$ cat src/rtl/tx_defer_pkg.sv
package tx_defer_pkg;

  typedef enum logic [2:0] {
    ST_IDLE,
    ST_B2B,
    ST_DEFER,
    ST_NB1,
    ST_NB2
  } deferState_e;

  typedef enum logic [1:0] {
    SEL_B2B,
    SEL_NB1,
    SEL_NB2
  } gapSel_e;

  // strobes from control to the gap counter
  typedef struct packed {
    logic    clr;
    logic    inc;
    gapSel_e sel;
  } cntCtrl_t;

endpackage

$ cat src/rtl/tx_defer_dp.sv
module tx_defer_dp
  import tx_defer_pkg::*;
#(
  parameter int CNT_W = 8
) (
  input  logic             clk,
  input  logic             rstN,
  input  cntCtrl_t         ctl,
  input  logic [CNT_W-1:0] b2bGap,
  input  logic [CNT_W-1:0] nb1Gap,
  input  logic [CNT_W-1:0] nb2Gap,
  output logic             cntLast
);

  localparam logic [CNT_W-1:0] ONE = {{(CNT_W-1){1'b0}}, 1'b1};

  logic [CNT_W-1:0] count;
  logic [CNT_W-1:0] limit;

  always_comb begin
    case (ctl.sel)
      SEL_NB1: limit = nb1Gap;
      SEL_NB2: limit = nb2Gap;
      default: limit = b2bGap;
    endcase
  end

  assign cntLast = (count == limit - ONE);

  always_ff @(posedge clk) begin
    if (!rstN)        count <= '0;
    else if (ctl.clr) count <= '0;
    else if (ctl.inc) count <= count + ONE;
  end

  AST_CNT_IN_RANGE: assert property (@(posedge clk) disable iff (!rstN)
    (ctl.inc && !ctl.clr) |-> (count < limit));

endmodule

$ cat src/rtl/tx_defer_ctrl.sv
module tx_defer_ctrl
  import tx_defer_pkg::*;
(
  input  logic     clk,
  input  logic     rstN,
  input  logic     byteTick,
  input  logic     txDone,
  input  logic     crs,
  input  logic     fullDuplex,
  input  logic     gigSpeed,
  input  logic     splitEn,
  input  logic     cntLast,
  output cntCtrl_t ctl,
  output logic     txPermit
);

  deferState_e state, nxtState;
  logic halfDup, crsEff, step;

  assign halfDup = !fullDuplex && !gigSpeed;  // gigabit never defers
  assign crsEff  = crs && halfDup;
  assign step    = byteTick && cntLast;

  always_comb begin
    nxtState = state;
    case (state)
      ST_IDLE:  if (crsEff) nxtState = ST_DEFER;
      ST_B2B:   if (step) nxtState = ST_IDLE;
      ST_DEFER: if (!crsEff) nxtState = ST_NB1;
      ST_NB1: begin
        if (crsEff)    nxtState = ST_DEFER;
        else if (step) nxtState = ST_NB2;
      end
      ST_NB2: begin
        if (crsEff && !splitEn) nxtState = ST_DEFER;
        else if (step)          nxtState = ST_IDLE;
      end
      default: nxtState = ST_IDLE;
    endcase
    if (txDone) nxtState = ST_B2B;
  end

  always_ff @(posedge clk) begin
    if (!rstN) state <= ST_IDLE;
    else       state <= nxtState;
  end

  always_comb begin
    ctl.clr = txDone || (nxtState != state);
    ctl.inc = byteTick && (state == ST_B2B || state == ST_NB1 || state == ST_NB2);
    case (state)
      ST_NB1:  ctl.sel = SEL_NB1;
      ST_NB2:  ctl.sel = SEL_NB2;
      default: ctl.sel = SEL_B2B;
    endcase
  end

  assign txPermit = (state == ST_IDLE) && !crsEff;

  AST_DONE_HOLDS_OFF: assert property (@(posedge clk) disable iff (!rstN)
    txDone |=> !txPermit);

  AST_CARRIER_GAP_STARTS: assert property (@(posedge clk) disable iff (!rstN)
    (state == ST_DEFER && halfDup && !crs) |=> !txPermit);

  AST_PART2_NO_RESTART: assert property (@(posedge clk) disable iff (!rstN)
    (state == ST_NB2 && splitEn && !txDone && !cntLast) |=> (state == ST_NB2));

  AST_FD_STAYS_IDLE: assert property (@(posedge clk) disable iff (!rstN)
    (!halfDup && state == ST_IDLE && !txDone) |=> (state == ST_IDLE));

endmodule

$ cat src/rtl/tx_defer_timer.sv
module tx_defer_timer
  import tx_defer_pkg::*;
#(
  parameter int CNT_W = 8
) (
  input  logic             clk,
  input  logic             rstN,
  input  logic             byteTick,
  input  logic             txReq,
  input  logic             txDone,
  input  logic             crs,
  input  logic             fullDuplex,
  input  logic             gigSpeed,
  input  logic             splitEn,
  input  logic [CNT_W-1:0] b2bGap,
  input  logic [CNT_W-1:0] nb1Gap,
  input  logic [CNT_W-1:0] nb2Gap,
  output logic             txPermit,
  output logic             txGrant
);

  cntCtrl_t ctl;
  logic     cntLast;

  tx_defer_ctrl u_ctrl (
    .clk(clk), .rstN(rstN), .byteTick(byteTick), .txDone(txDone),
    .crs(crs), .fullDuplex(fullDuplex), .gigSpeed(gigSpeed),
    .splitEn(splitEn), .cntLast(cntLast), .ctl(ctl), .txPermit(txPermit)
  );

  tx_defer_dp #(.CNT_W(CNT_W)) u_dp (
    .clk(clk), .rstN(rstN), .ctl(ctl), .b2bGap(b2bGap),
    .nb1Gap(nb1Gap), .nb2Gap(nb2Gap), .cntLast(cntLast)
  );

  assign txGrant = txReq && txPermit;

endmodule

$ cat config.mk
export PLATFORM = sky130hd
export DESIGN_NAME = tx_defer_timer
export DESIGN_NICKNAME = d
export VERILOG_FILES = /design/src/rtl/tx_defer_pkg.sv /design/src/rtl/tx_defer_dp.sv /design/src/rtl/tx_defer_ctrl.sv /design/src/rtl/tx_defer_timer.sv
export SDC_FILE = /design/constraint.sdc
export NUM_CORES = 1
export LEC_CHECK = 0
export BUFFER_PORTS_ARGS = -buffer_cell sky130_fd_sc_hd__buf_2
export CAP_MARGIN = 30
export CORE_UTILIZATION = 53
export CTS_BUF_LIST = sky130_fd_sc_hd__clkbuf_2 sky130_fd_sc_hd__clkbuf_4 sky130_fd_sc_hd__clkbuf_8
export DETAILED_ROUTE_END_ITERATION = 8
export GPL_ROUTABILITY_DRIVEN = 0
export GPL_TIMING_DRIVEN = 0
export PLACE_DENSITY = 0.82
export SETUP_SLACK_MARGIN = 0.02
export SKIP_LAST_GASP = 1
export SLEW_MARGIN = 0
export SYNTH_ARGS = -nofsm -noshare
export SYNTH_HDL_FRONTEND = slang
export SYNTH_HIERARCHICAL = 1
export SYNTH_SLANG_ARGS = --single-unit
$ cat constraint.sdc
create_clock -name clk -period 5 [get_ports clk]
set_input_delay 1 -clock clk [delete_from_list [all_inputs] [get_ports clk]]
set_output_delay 1 -clock clk [all_outputs]
set_load 0.01 [all_outputs]
## Word-level counts from Yosys, hierarchy flattened

Cells that the tools add are included.
Widths: inputs -> output; s select.

- Register bits: 11
- Input port bits: 33
- Output and inout bits: 2
- Logic and storage cells: 39

- Add/sub/neg operators: 2
- Equal/unequal tests: 8
- Multiplexer cells: 10
- Bitwise gates (word level): 1
- Reductions and logical operators: 16

Operator list:

| cell | count |
|---|---|
| $mux 3 | 7 |
| $pmux 8 s2 | 1 |
| $pmux 3 s5 | 1 |
| $add 8x1->8 const B | 1 |
| $eq 8x8->1 | 1 |
| $sub 8x1->8 const B | 1 |
| $logic_and 1x1->1 | 7 |
| $eq 3x2->1 const B | 2 |
| $logic_not 1->1 | 4 |
| $pmux 2 s2 | 1 |
| $eq 3x1->1 const B | 1 |
| $eq 3x3->1 const B | 1 |
| $logic_not 3->1 | 1 |
| $logic_or 1x1->1 | 3 |
| $ne 3x3->1 | 1 |
| $eq 2x1->1 const B | 1 |
| $eq 2x2->1 const B | 1 |
| $reduce_or 2->1 | 1 |
| $not 1->1 | 1 |

## Longest topological paths before layout

- Depth in word-level cells: 14
- Depth in mapped cells: 21
- Mapped depth without buffers: 19

## Hierarchy

Netlist, hierarchy kept.

By module, submodules not included:

| module | instances | cells an instance | area an instance (µm²) | sequential area each (µm²) |
|---|---|---|---|---|
| tx_defer_dp | 1 | 102 | 852.1 | 160.2 |
| tx_defer_ctrl | 1 | 34 | 276.5 | 60.1 |
| tx_defer_timer | 1 | 1 | 6.3 | 0.0 |

## Worst setup path before layout

No wires, ideal clock.

- Path kind: reg2reg
- From: register u_ctrl.state[2]
- To: register u_dp.count[0]
- Setup time: 0.124 ns
- Arrival: 3.587 ns
- Required time: 4.876 ns
- Slack: 1.289 ns
- Stages on the path, launching flop included: 21
- Buffers on the path: 3
- Clock period less this slack: 3.711 ns
- Cells stage by stage: dfxtp_1 buf_4 and3b_1 inv_1 ha_1 buf_4 a221oi_2 or2_1 ha_1 inv_1 nor4_1 xnor2_1 nand4_1 a21oi_1 nand2_1 a21boi_2 nor3b_1 o311ai_1 nand2b_1 clkbuf_1 nor2_1

RTL lines:

| what | RTL line | RTL |
|---|---|---|
| start, declared | tx_defer_ctrl.sv:17 | `deferState_e state, nxtState;` |
| start signal, assigned | tx_defer_ctrl.sv:45 | `else state <= nxtState;` |
| end signal, assigned | tx_defer_dp.sv:33 | `else if (ctl.inc) count <= count + ONE;` |
| end, declared | tx_defer_dp.sv:17 | `logic [CNT_W-1:0] count;` |

==> summary.txt <==
Timing
  • Unrepaired setup endpoints after global routing: false
  • Final WS setup: 780.2 ps
  • Fin crit period: around 4200 ps
  • Setup TNS: 0 ps
  • Slew headroom: 76.18%
  • Worst Tran Pin Value: about 360 ps
  • Max Clk Rate: 237.0 MHz
  • Final period util: 84.40%
  • Final hold violation count: 0
  • Slew Viols, Final: 0
  • # setup viols final: 0
  • Clk_skew: 0.8655 ps

Synthesis
  • Share of flip-flops with an asynchronous set or reset: 0%
  • Yosys warnings: 6
  • Post-Syn Instances: around 140
  • Synthesized cell area: around 0.0011 mm^2
  • Post-synth top cells: 11 x dfxtp_1, 10 x nor2_1, 9 x nand2_1
  • Synth Net Count: 174
  • Top-count cell post-synth: dfxtp_1
  • Top post-synthesis cells by area: dfxtp_1 19%, xnor2_1 5.4%, xor2_1 5.4%
  • Leading area contributor after synthesis: dfxtp_1
  • Dominant synthesized flop cell: dfxtp_1
  • Share of the synthesized area in the top cell type: roughly a fifth
  • Library cells used by synthesis: 50
  • Number of synthesized register bits: 11
  • Synthesized area per cell: roughly 8.3 um^2
  • Register area share after synthesis: between 10% and 20%
  • Post-synth EDFFs: 0

Place
  • Placed cell count: 198
  • Input/output buffers: 34
  • DP HPWL: about 1900 um
  • Pre-CTS WS: approximately 820 ps
  • Placed cell areas: around 0.0013 mm^2

Cells and area
  • Multi-input gate area: about 850 um^2
  • Layout area overhead: 20.62%
  • Share of layout cells above drive strength 1: 36.00%
  • Diodes inserted: 0
  • Final Instance Area: 0.001369 mm^2
  • Fillers: approximately 170
  • Reg area: around 220 um^2
  • # nets final: ~210
  • Post-Layout Cell Count: slightly above 200

Worst setup path
  • Crit path kind: flip-flop to flip-flop
  • Reg2reg end: u_dp/count[3]
  • Arrival time worst endpoint: ~4400 ps
  • Crit-path cells: nor2_1 > and2_1 > ha_1 > buf_4 > a221oi_2 > or2_2 > ha_1 > xnor2_1 > o21ai_0 > nor2b_1 > nor3_1 > nand4_1 > a21oi_1 > nand2_1 > a21boi_2 > nor3b_1 > o311ai_1 > nand2b_1 > clkbuf_1 > nor2_1
  • CP max stage delay: 440 ps
  • Crit path max-delay cell type: ha_1
  • Reg2Reg Setup Slack: around 780 ps
  • CP Max Fanout: 10
  • Worst r2r src: u_ctrl/state[0]
  • CP Data Required Time: ~5100 ps
  • CP Launch Point: u_ctrl/state[0]
  • CP top delay family: simple AND/OR/NAND/NOR gates
  • CP endpoint kind: flip-flop
  • Startpoint Class: flip-flop
  • R2r worst-path depth: 20
  • Buf/Inv on CP: 2

Route
  • Routed WL: between 2000 and 2500 um
  • DRC: 0
  • Routed length per placed instance: around 12 um
  • Via/cell ratio: around 5.5
  • Routed Antenna Nets: 0
  • Vias: 1,118
  • Initial DRT Pass Iterations: 4
  • Initial drt markers: 25

Hold path
  • Worst hold path type: flip-flop to flip-flop
  • Hold path start: u_dp/count[7]
  • Hold Path Sink: u_dp/count[7]
  • Hold path cells: 2

Global routing
  • GR Overflow Total: 0
  • Vias in the first global route: slightly below 900
  • First-pass GRT wire length: between 3000 and 4000 um
  • Largest net degree at the start of global routing: 11
  • Initial antenna violation count: 0
  • GRT Overall Usage: about a fifth

Floorplanning
  • Die footprint: 0.002330 mm^2
  • Cell Rows: 16
  • I/O pins: 35
  • Die Ht: 48.28 um
  • Initial Utilization: 57.26%
  • Core Box Area: between 0.0015 and 0.002 mm^2
  • Die X: around 48 um

Clock network
  • Worst skew pair latency: between 200 and 300 ps
  • Htree depth: 1
  • PostCTS Resize Cnt: 0
  • Hold Buf Count CTS: 0
  • CTS tree: built
  • Clk pin slew, worst setup/hold paths: ~60 ps
  • CTS max path bufs: 2
  • Number of buffers created by CTS: 3
  • CTS sink cnt: 11
  • CTS root buf: clkbuf_4
  • Post-CTS Setup Repair Bufs: 0

Power and ir drop
  • P_int: 152.0 uW
  • Clock Power Share: 31.0%
  • Pleak: around 0.00056 uW
  • Comb power frac: between 20% and 30%
  • Sw frac: approximately a quarter
  • Psw: about 54 uW
  • Max IR drop VDD: 142.4 uV
  • Flop pwr share: 43.6%
  • Total power: roughly 210 uW
  • PwrDens: roughly 150 mW/mm^2

Outcome
  • Status: complete, no violations

Run
  • Max-cap viol count: 0
-- cell type report --
class	instances	area share, %
multi-input cells	116	62.43
well taps	27	2.468
inverters	4	1.097
flip-flops and latches	11	16.09
plain buffers	6	3.291
clock buffers	4	2.194
repair buffers	34	12.43
-- worst max path at each step --
stage          cells after the start  slack [ps]       endpoint
2_1_floorplan                     20        1290  u_dp/count[0]
4_1_cts                           21         780  u_dp/count[2]
5_1_grt                           20         350  u_dp/count[3]
3_5_place_dp                      21         820  u_dp/count[2]
6_report                          20         780  u_dp/count[3]
3_3_place_gp                      21         890  u_dp/count[4]
-- power by group through the flow --
| stage | logic, uW | clock network, uW | registers [uW] |
|---|---|---|---|
| final | 52.3 | 64.0 | 90.0 |
| after global routing | 58.3 | 69.3 | 90.2 |
| after CTS | 52.3 | 67.8 | 89.9 |
| after detailed placement | 51.9 | 0 | 92.0 |
| after global placement | 50.4 | 0 | 91.9 |
| after floorplan | 32.0 | 0 | 91.6 |
-- cell families after synthesis --
kind of cell	count (synthesis)	synth area share (%)
AOI/OAI and AO/OA	38	28.12
muxes	1	0.8821
and+or+nand+nor	59	31.09
buffers and inverters	10	5.292
DFF	11	19.40
adders and majority gates	4	4.410
xor gates and xnor gates	14	10.81
-- registers in the layout, indices dropped and copies added (netlist names) --
signal,cells
u_dp/count,8
u_ctrl/state,3
-- layer usage --
metal | global-route usage [%] | vias to the layer above | part of all wire, %
met1 | 25.00 | 486 | 47
li1 | - | 581 | -
met2 | 38.13 | 45 | 47
met4 | 10.00 | 0 | 1.4
met5 | 0 | - | 0
met3 | 1.111 | 6 | 5.3
-- worst min-delay path, stage by stage, from the launching register on --
cell and delay, ps:
dfxtp_1 320, o21ai_0 70, a21oi_1 60
-- through the flow --
stage          hold WS (ps)  util (%)
2_1_floorplan         469.7         -
3_3_place_gp          486.2     67.55
3_5_place_dp          494.9     67.55
4_1_cts               505.8     69.07
5_1_grt               542.7     69.07
6_report              498.5     69.07
-- layout by cell type, fill, tap and decap left out, types with 3 or more instances in the layout --
| cell type | n |
|---|---|
| nor2b_1 | 3 |
| dfxtp_1 | 11 |
| nand2_1 | 9 |
| nor4_1 | 3 |
| ha_1 | 4 |
| nor2_1 | 10 |
| inv_1 | 4 |
| xnor2_1 | 7 |
| buf_2 | 34 |
| a221oi_2 | 3 |
| nand4_1 | 4 |
| nor3_1 | 6 |
| o21ai_0 | 8 |
| a21oi_1 | 6 |
| and2b_2 | 4 |
| clkbuf_4 | 4 |
| xor2_1 | 7 |
| nand2b_1 | 4 |
(Power assumes the default switching activity.)
